[config.mk]
export PLATFORM = sky130hd
export DESIGN_NAME = gpio_evt_irq
export DESIGN_NICKNAME = d
export VERILOG_FILES = /design/src/rtl/gpio_evt_pkg.sv /design/src/rtl/gpio_evt_sync.sv /design/src/rtl/gpio_evt_edge.sv /design/src/rtl/gpio_evt_irq_fsm.sv /design/src/rtl/gpio_evt_irq.sv
export SDC_FILE = /design/constraint.sdc
export NUM_CORES = 1
export LEC_CHECK = 0
export CORE_MARGIN = 5
export CORE_UTILIZATION = 35
export CTS_BUF_LIST = sky130_fd_sc_hd__clkbuf_8
export DETAILED_ROUTE_END_ITERATION = 16
export SETUP_SLACK_MARGIN = 0.3
export SLEW_MARGIN = 20
export SYNTH_ARGS = -nofsm -noshare
export SYNTH_HDL_FRONTEND = slang
export SYNTH_SLANG_ARGS = --single-unit
export TNS_END_PERCENT = 50
[constraint.sdc]
create_clock -name clk -period 1.3 [get_ports clk]
set_input_delay 0.13 -clock clk [delete_from_list [all_inputs] [get_ports clk]]
set_output_delay 0.13 -clock clk [all_outputs]
set_load 0.02 [all_outputs]
[src/rtl/gpio_evt_pkg.sv]
package gpio_evt_pkg;

    typedef enum logic [1:0] {
        EDGE_NONE = 2'b00,
        EDGE_RISE = 2'b01,
        EDGE_FALL = 2'b10,
        EDGE_BOTH = 2'b11
    } edge_code_e;

    typedef enum logic {
        IRQ_IDLE    = 1'b0,
        IRQ_PENDING = 1'b1
    } irq_state_e;

    localparam int          ADDR_W        = 3;
    localparam logic [2:0]  ADDR_DATA     = 3'd0;
    localparam logic [2:0]  ADDR_POL      = 3'd1;
    localparam logic [2:0]  ADDR_MASK     = 3'd2;
    localparam logic [2:0]  ADDR_SENSE_HI = 3'd3;
    localparam logic [2:0]  ADDR_SENSE_LO = 3'd4;
    localparam logic [2:0]  ADDR_SRC      = 3'd5;
    localparam logic [2:0]  ADDR_STS      = 3'd6;

endpackage

[src/rtl/gpio_evt_sync.sv]
module gpio_evt_sync #(
    parameter int WIDTH  = 8,
    parameter int STAGES = 2
) (
    input  logic             clk,
    input  logic             rst_n,
    input  logic [WIDTH-1:0] d_i,
    output logic [WIDTH-1:0] q_o
);
    logic [STAGES-1:0][WIDTH-1:0] stg_q;

    always_ff @(posedge clk or negedge rst_n) begin
        if (!rst_n) begin
            stg_q <= '0;
        end else begin
            stg_q[0] <= d_i;
            for (int s = 1; s < STAGES; s++) begin
                stg_q[s] <= stg_q[s-1];
            end
        end
    end

    assign q_o = stg_q[STAGES-1];
endmodule

[src/rtl/gpio_evt_edge.sv]
module gpio_evt_edge
    import gpio_evt_pkg::*;
(
    input  logic [1:0] code_i,
    input  logic       cur_i,
    input  logic       prev_i,
    output logic       hit_o
);
    logic rise, fall;

    assign rise = cur_i & ~prev_i;
    assign fall = ~cur_i & prev_i;

    always_comb begin
        unique case (edge_code_e'(code_i))
            EDGE_NONE: hit_o = 1'b0;
            EDGE_RISE: hit_o = rise;
            EDGE_FALL: hit_o = fall;
            EDGE_BOTH: hit_o = rise | fall;
            default:   hit_o = 1'b0;
        endcase
    end
endmodule

[src/rtl/gpio_evt_irq_fsm.sv]
module gpio_evt_irq_fsm
    import gpio_evt_pkg::*;
(
    input  logic clk,
    input  logic rst_n,
    input  logic pending_i,
    output logic irq_n
);
    irq_state_e state_q, state_nx;

    always_comb begin
        unique case (state_q)
            IRQ_IDLE:    state_nx = pending_i ? IRQ_PENDING : IRQ_IDLE;
            IRQ_PENDING: state_nx = pending_i ? IRQ_PENDING : IRQ_IDLE;
            default:     state_nx = IRQ_IDLE;
        endcase
    end

    always_ff @(posedge clk or negedge rst_n) begin
        if (!rst_n) state_q <= IRQ_IDLE;
        else        state_q <= state_nx;
    end

    always_comb begin
        irq_n = (state_q != IRQ_PENDING);
    end
endmodule

[src/rtl/gpio_evt_irq.sv]
module gpio_evt_irq
    import gpio_evt_pkg::*;
#(
    parameter int LINES       = 8,
    parameter int SYNC_STAGES = 2
) (
    input  logic              clk,
    input  logic              rst_n,
    input  logic [LINES-1:0]  pin_i,
    input  logic [ADDR_W-1:0] bus_addr,
    input  logic              bus_we,
    input  logic [LINES-1:0]  bus_wdata,
    output logic [LINES-1:0]  bus_rdata,
    output logic              irq_n
);
    localparam int HALF = LINES / 2;

    logic [LINES-1:0]      sync_val, view, prev_q;
    logic [LINES-1:0]      pol_q, mask_q, src_q, sts_q;
    logic [LINES-1:0]      src_nx, sts_nx, hit, code_chg, w1c;
    logic [LINES-1:0][1:0] sense_q, sense_nx;
    logic                  wr_pol, wr_mask, wr_hi, wr_lo, wr_src, wr_sts;

    gpio_evt_sync #(.WIDTH(LINES), .STAGES(SYNC_STAGES)) u_sync (
        .clk   (clk),
        .rst_n (rst_n),
        .d_i   (pin_i),
        .q_o   (sync_val)
    );

    assign view = sync_val ^ pol_q;

    assign wr_pol  = bus_we && (bus_addr == ADDR_POL);
    assign wr_mask = bus_we && (bus_addr == ADDR_MASK);
    assign wr_hi   = bus_we && (bus_addr == ADDR_SENSE_HI);
    assign wr_lo   = bus_we && (bus_addr == ADDR_SENSE_LO);
    assign wr_src  = bus_we && (bus_addr == ADDR_SRC);
    assign wr_sts  = bus_we && (bus_addr == ADDR_STS);

    always_comb begin
        sense_nx = sense_q;
        if (wr_hi) sense_nx[LINES-1:HALF] = bus_wdata;
        if (wr_lo) sense_nx[HALF-1:0]     = bus_wdata;
    end

    for (genvar i = 0; i < LINES; i++) begin : g_line
        gpio_evt_edge u_edge (
            .code_i (sense_q[i]),
            .cur_i  (view[i]),
            .prev_i (prev_q[i]),
            .hit_o  (hit[i])
        );
        assign code_chg[i] = (sense_nx[i] != sense_q[i]);
    end

    assign w1c    = (wr_src || wr_sts) ? bus_wdata : '0;
    // new edge dominates a write-one clear; a code change dominates both
    assign sts_nx = ((sts_q & ~w1c) | hit) & ~code_chg;
    assign src_nx = ((src_q & ~w1c) | (hit & ~mask_q)) & ~code_chg;

    always_ff @(posedge clk or negedge rst_n) begin
        if (!rst_n) begin
            pol_q   <= '0;
            mask_q  <= '1;
            sense_q <= '0;
            src_q   <= '0;
            sts_q   <= '0;
            prev_q  <= '0;
        end else begin
            if (wr_pol)  pol_q  <= bus_wdata;
            if (wr_mask) mask_q <= bus_wdata;
            sense_q <= sense_nx;
            src_q   <= src_nx;
            sts_q   <= sts_nx;
            prev_q  <= view;
        end
    end

    gpio_evt_irq_fsm u_fsm (
        .clk       (clk),
        .rst_n     (rst_n),
        .pending_i (|src_nx),
        .irq_n     (irq_n)
    );

    always_comb begin
        case (bus_addr)
            ADDR_DATA:     bus_rdata = view;
            ADDR_POL:      bus_rdata = pol_q;
            ADDR_MASK:     bus_rdata = mask_q;
            ADDR_SENSE_HI: bus_rdata = sense_q[LINES-1:HALF];
            ADDR_SENSE_LO: bus_rdata = sense_q[HALF-1:0];
            ADDR_SRC:      bus_rdata = src_q;
            ADDR_STS:      bus_rdata = sts_q;
            default:       bus_rdata = '0;
        endcase
    end
endmodule

======== Word-level counts from Yosys, hierarchy flattened ========
Cells that the tools add are included.
word-level totals
  register bits after elaboration ......... 73
  output and inout bits ................... 9
  word-level logic and storage cells ...... 136
operators by class
  equal/unequal tests ..................... 38
  mux-type cells .......................... 13
  bitwise operators ....................... 52
  reduce and logical (&&, ||, !) cells .... 17
operators with widths
  cell                                                              number
  8-bit one-hot mux with 7 select lines                             1
  8-bit bitwise AND                                                 5
  2-bit == test (second input constant)                             16
  1-bit one-hot mux with 4 select lines                             8
  8-bit 2-to-1 mux                                                  3
  8-bit NOT                                                         3
  1-bit NOT                                                         17
  1-bit bitwise AND                                                 16
  2-bit by 1-bit == test with 1-bit output (second input constant)  8
  2-bit logical NOT                                                 8
  2-bit inequality test                                             8
  8-bit OR                                                          2
  3-bit == test (second input constant)                             3
  1-bit OR                                                          8
  8-bit OR reduction                                                1
  8-bit bitwise XOR                                                 1
  3-bit by 2-bit == test with 1-bit output (second input constant)  2
  1-bit logical AND                                                 6
  3-bit by 1-bit == test with 1-bit output (second input constant)  1
  3-bit logical NOT                                                 1
  1-bit logical OR                                                  1
  1-bit 2-to-1 mux                                                  1

======== Longest topological paths before layout ========
  word-level depth ........................ 10
  gate-level depth with buffers ........... 7

======== Cells and area by module ========
A second synthesis with hierarchy kept.
second synthesis, totals
  cell total of the unflattened synthesis .. 383
  area, all modules ....................... 3995.1 um2
modules (own cells, without submodules)
  module            instances  cells an instance  area each (um2)  seq. area each (um2)
  gpio_evt_irq      1          285                3035.4           1411.4
  gpio_evt_edge     8          9                  58.8             0.0
  gpio_evt_sync     1          24                 460.4            400.4
  gpio_evt_irq_fsm  1          2                  28.8             25.0

======== Worst setup path after synthesis ========
Ideal clock, no wire load.
  path kind ............................... input-to-output
  start ................................... input bus_addr[2]
  end ..................................... output bus_rdata[2]
  data arrival time ....................... 1423 ps
  required time ........................... 1170 ps
  setup slack ............................. -253 ps
  stages .................................. 7
  cell sequence ........................... buf_4 buf_2 buf_2 nor3_1 a21oi_1 o21ai_0 o21ai_0
between the ends
  longest elaborated chain between the ends .. 2
  elaborated cells on any way between the ends .. 8
RTL lines
  item                                       line                text
  start: declaration                         gpio_evt_irq.sv:10  input logic [ADDR_W-1:0] bus_addr,
  3-bit == test (tied with other cells)      gpio_evt_irq.sv:87  case (bus_addr)
  8-bit one-hot mux with 7 select lines (*)  gpio_evt_irq.sv:87
  end: declaration                           gpio_evt_irq.sv:13  output logic [LINES-1:0] bus_rdata,
Every way passes the cells marked *; elsewhere a longest branch is shown, timed or not.

======== Worst setup path in the final report ========
  start ................................... register u_sync.stg_q (netlist bit u_sync.q_o[3])
  end ..................................... register u_fsm.state_q
between the ends
  longest elaborated chain between the ends .. 10
  elaborated cells on any way between the ends .. 11
RTL lines
  item                                       line                                            text
  start: declaration                         gpio_evt_sync.sv:10                             logic [STAGES-1:0][WIDTH-1:0] stg_q;
  start signal: indexed assignment           gpio_evt_sync.sv:18                             stg_q[s] <= stg_q[s-1];
  8-bit bitwise XOR (*)                      gpio_evt_irq.sv:31                              assign view = sync_val ^ pol_q;
  1-bit NOT                                  gpio_evt_edge.sv:12                             assign fall = ~cur_i & prev_i;
  1-bit bitwise AND                          gpio_evt_edge.sv:12
  1-bit OR                                   gpio_evt_edge.sv:19                             EDGE_BOTH: hit_o = rise | fall;
  1-bit one-hot mux with 4 select lines (*)  gpio_evt_edge.sv:15                             unique case (edge_code_e'(code_i))
  8-bit bitwise AND (*)                      gpio_evt_irq.sv:59                              assign src_nx = ((src_q & ~w1c) | (hit & ~mask_q)) & ~code_chg;
  8-bit OR (*)                               gpio_evt_irq.sv:59
  8-bit bitwise AND (*)                      gpio_evt_irq.sv:59
  net src_nx[3]                              gpio_evt_irq.sv:20                              logic [LINES-1:0] src_nx, sts_nx, hit, code_chg, w1c;
  8-bit OR reduction (*)                     gpio_evt_irq.sv:82                              .pending_i (|src_nx),
  net u_fsm.pending_i                        gpio_evt_irq_fsm.sv:6                           input logic pending_i,
  1-bit 2-to-1 mux (*)                       gpio_evt_irq_fsm.sv:13, gpio_evt_irq_fsm.sv:14
  end signal: assignment                     gpio_evt_irq_fsm.sv:21                          else state_q <= state_nx;
  end: declaration                           gpio_evt_irq_fsm.sv:9                           irq_state_e state_q, state_nx;
Mark *: on every way through the listed nets, which the timed path passes. The rest lies on a longest branch.
A chain may end at the register's enable or synchronous reset.

==> flow_summary.ini <==
[run_status]
status = complete, but fails checks
violations = negative setup slack

[synth]
synthTopCellsByArea = dfrtp_1, mux2_2, dfstp_2
synth_edf_count = 0
synthesis.nets = 358
synth_ff_type = dfrtp_1
netlist_instances = 336
async_flop_share_pct = 100.0
yosys_warnings = 0
synth_seq_cells = 73
syn_area_um2 = 3705
seq_area_frac_synth_pct = 49.58
yosys.area.top_type = dfrtp_1
syn_avg_cell_area_um2 = 11.03
synth.most_common_cell = dfrtp_1
synthDistinctLibCells = 37
synth.top_cells.by_count = dfrtp_1, mux2_2, o21ai_0, nand2_1, xnor2_1
yosysTopAreaCellShare_pct = 43.90

[worst_setup_path]
critPathRequiredTime_ns = 1.61
worst_r2r_path_depth = 7
endpoint_kind = flip-flop
cp.arrival_ns = 2.00
crit_type = flip-flop to flip-flop
cp-start-kind = flip-flop
crit_fanout = 2

[timing]
setup_ws_ns = -0.3965
setup_violations = 16
grt_setup_unrepaired = true
worst_pin_slew_ns = 0.4053
fmax_ghz = 0.5894
slew_headroom_pct = 72.70
drv_slew = 0
skew_ns = 0.01053
hold_viol_final = 0
post-route-min-period_ns = 1.697
period_share_pct = 130.5
timing.hold.ws_ns = 0.1979

[detailed_routing]
totalWireLength_mm = 11.18
ant_nets = 0
vias_per_cell = 5.168
vias = 3204
avgRoutedWirePerCell_um = 18.03
drt_first_pass_iters = 4
drc = 0
drt_iter0_drc = 147

[clock_tree]
cts_made_buffers = 9
cts_sinks = 73
clk_latency_ns = 0.36
path_clk_slew_ns = 0.08
clock_path_buffers = 2
htree_levels = 3
cts-root-buf = clkbuf_8
cts_tree = built

[global_routing]
grt_max_degree = 74
track_usage_pct = 17.52
gr-total-overflow = 0
antenna_found_initial = 0
grt_pass1_vias = 3361
grt_pass1_wl_mm = 17.55

[final_layout]
antenna_cells = 0
fill_cells = 845
fin_cells = 620
multi_input_area_um2 = 2176
synthToLayoutAreaGrowth_pct = 60.82
fin_nets = 501
layout-drive-gt1-share_pct = 54.34
regArea_um2 = 1838

[floorplan]
std_cell_rows = 37
die_x_um = 112.9
die-area_um2 = 12740
io_pins = 31
die_h_um = 112.9
core_region_area_um2 = 10320
initial_core_util_pct = 35.89

[place]
post-place-cells = 583
dpl.hpwl_mm = 7.244
io_buffers = 30
finalWeightedCongestion = 0.8473

[pwr]
vdd_drop_max_v = 0.0008586
p_leak_nw = 2.569
p_per_area_nw_per_um2 = 1553

[hold_path]
hold_path.class = primary input to flip-flop
hold_depth = 1

[run]
drv_cap = 0
==> metrics by stage <==
| stage | cell area (um2) | util [%] | setup TNS [ns] | power (mW) | setup WS (ns) |
|---|---|---|---|---|---|
| final | 5958 | 57.71 | -4.210 | 9.250 | -0.3965 |
| after global routing | 5958 | 57.71 | -5.376 | 9.726 | -0.4444 |
| after CTS | 5737 | 55.57 | -4.362 | 8.881 | -0.4130 |
| after detailed placement | 5029 | 48.71 | -28.89 | 6.133 | -0.7528 |
| after global placement | 5029 | 48.71 | -28.02 | 6.058 | -0.7781 |
| after floorplan | 3902 | - | -0.09514 | 4.814 | -0.09514 |
==> worst max-delay path, cell delays in order (launching register included) <==
cell and delay (ns):
dfrtp_1 0.41, xnor2_2 0.16, buf_4 0.15, or4b_4 0.49, a31oi_4 0.21, nor4_2 0.05
buf_4 0.13, nand2_2 0.04
==> metal layers <==
metal	vias up	global-route usage, %	routed length (um)
li1	1500	-	-
met1	1609	22.34	4683
met2	75	29.34	5846
met3	20	3.957	426
met4	0	6.010	221
met5	-	0	0
==> worst paths after layout <==
kind                                            from                        end  slack [ns]
setup / recovery             u_sync.q_o[3]$_DFF_PN0_    u_fsm.state_q$_DFF_PN0_       -0.40
hold reg to reg            u_sync.stg_q[1]$_DFF_PN0_    u_sync.q_o[1]$_DFF_PN0_        0.35
setup reg to reg             u_sync.q_o[3]$_DFF_PN0_    u_fsm.state_q$_DFF_PN0_       -0.40
hold / removal                              pin_i[4]  u_sync.stg_q[4]$_DFF_PN0_        0.20
max in group asynchronous                      rst_n      mask_q[0]$_DFFE_PN1P_        0.62
min in group asynchronous                      rst_n    u_sync.q_o[5]$_DFF_PN0_        0.31
==> power by group <==
| group | switching (mW) | internal, mW |
|---|---|---|
| Combinational | 1.58 | 2.11 |
| Clock | 0.885 | 1.38 |
| Sequential | 0.417 | 2.88 |
| Total | 2.88 | 6.37 |
==> timing repair <==
| item | 4_1_cts | 5_1_grt |
|---|---|---|
| gates cloned | 3 | 0 |
| hold buffers | 1 | 0 |
| resized for setup | 122 | 44 |
| endpoints found under the setup margin | 59 | 54 |
| setup buffers | 15 | 2 |
| pin swaps | 23 | 30 |
| endpoints found under the hold margin | 65 | 0 |
==> final cells by class <==
cell class                 instances  area share [%]
clock inverter                     5           1.722
clock buffer                      11           2.541
sequential                        73           30.85
tap                              136           2.856
multi-input combinational        230           36.52
inverter                           9          0.5670
timing repair buffer             156           24.95
==> flip-flops by register name, indices dropped and copies added (netlist names) <==
| name | count |
|---|---|
| sts_q | 8 |
| pol_q | 8 |
| mask_q | 8 |
| prev_q | 8 |
| src_q | 8 |
| u_sync.stg_q | 8 |
| u_sync.q_o | 8 |
| u_fsm.state_q | 1 |
| sense_q | 16 |
==> kinds of logic (layout without fill, tap and decap cells) <==
logic type      Yosys count  in the layout  synth area share, %
xor+xnor                 25             25                6.113
simple gates             74             74                13.00
buf+inv                  33            181                3.917
flops                    73             73                49.58
mux                      50             50                14.83
compound gates           81             81                12.56
==> layout by cell type (no fill, tap or decap), types with 7 or more instances in the layout <==
cell,Yosys,final
clkbuf_8,0,11
dfstp_2,8,8
nand2_1,26,24
a31oi_4,0,8
a21oi_1,19,15
a31oi_1,13,8
nand4b_1,7,7
o21ai_1,0,7
buf_6,0,30
mux2_4,0,19
clkdlybuf4s50_1,0,16
nand3_1,8,8
xnor2_1,23,16
o21ai_2,0,10
buf_4,3,94
o21ai_0,39,21
inv_1,8,7
dfrtp_1,65,64
mux2_2,39,20
mux2i_1,11,11
Note: power is estimated with default switching activity, not from simulation.
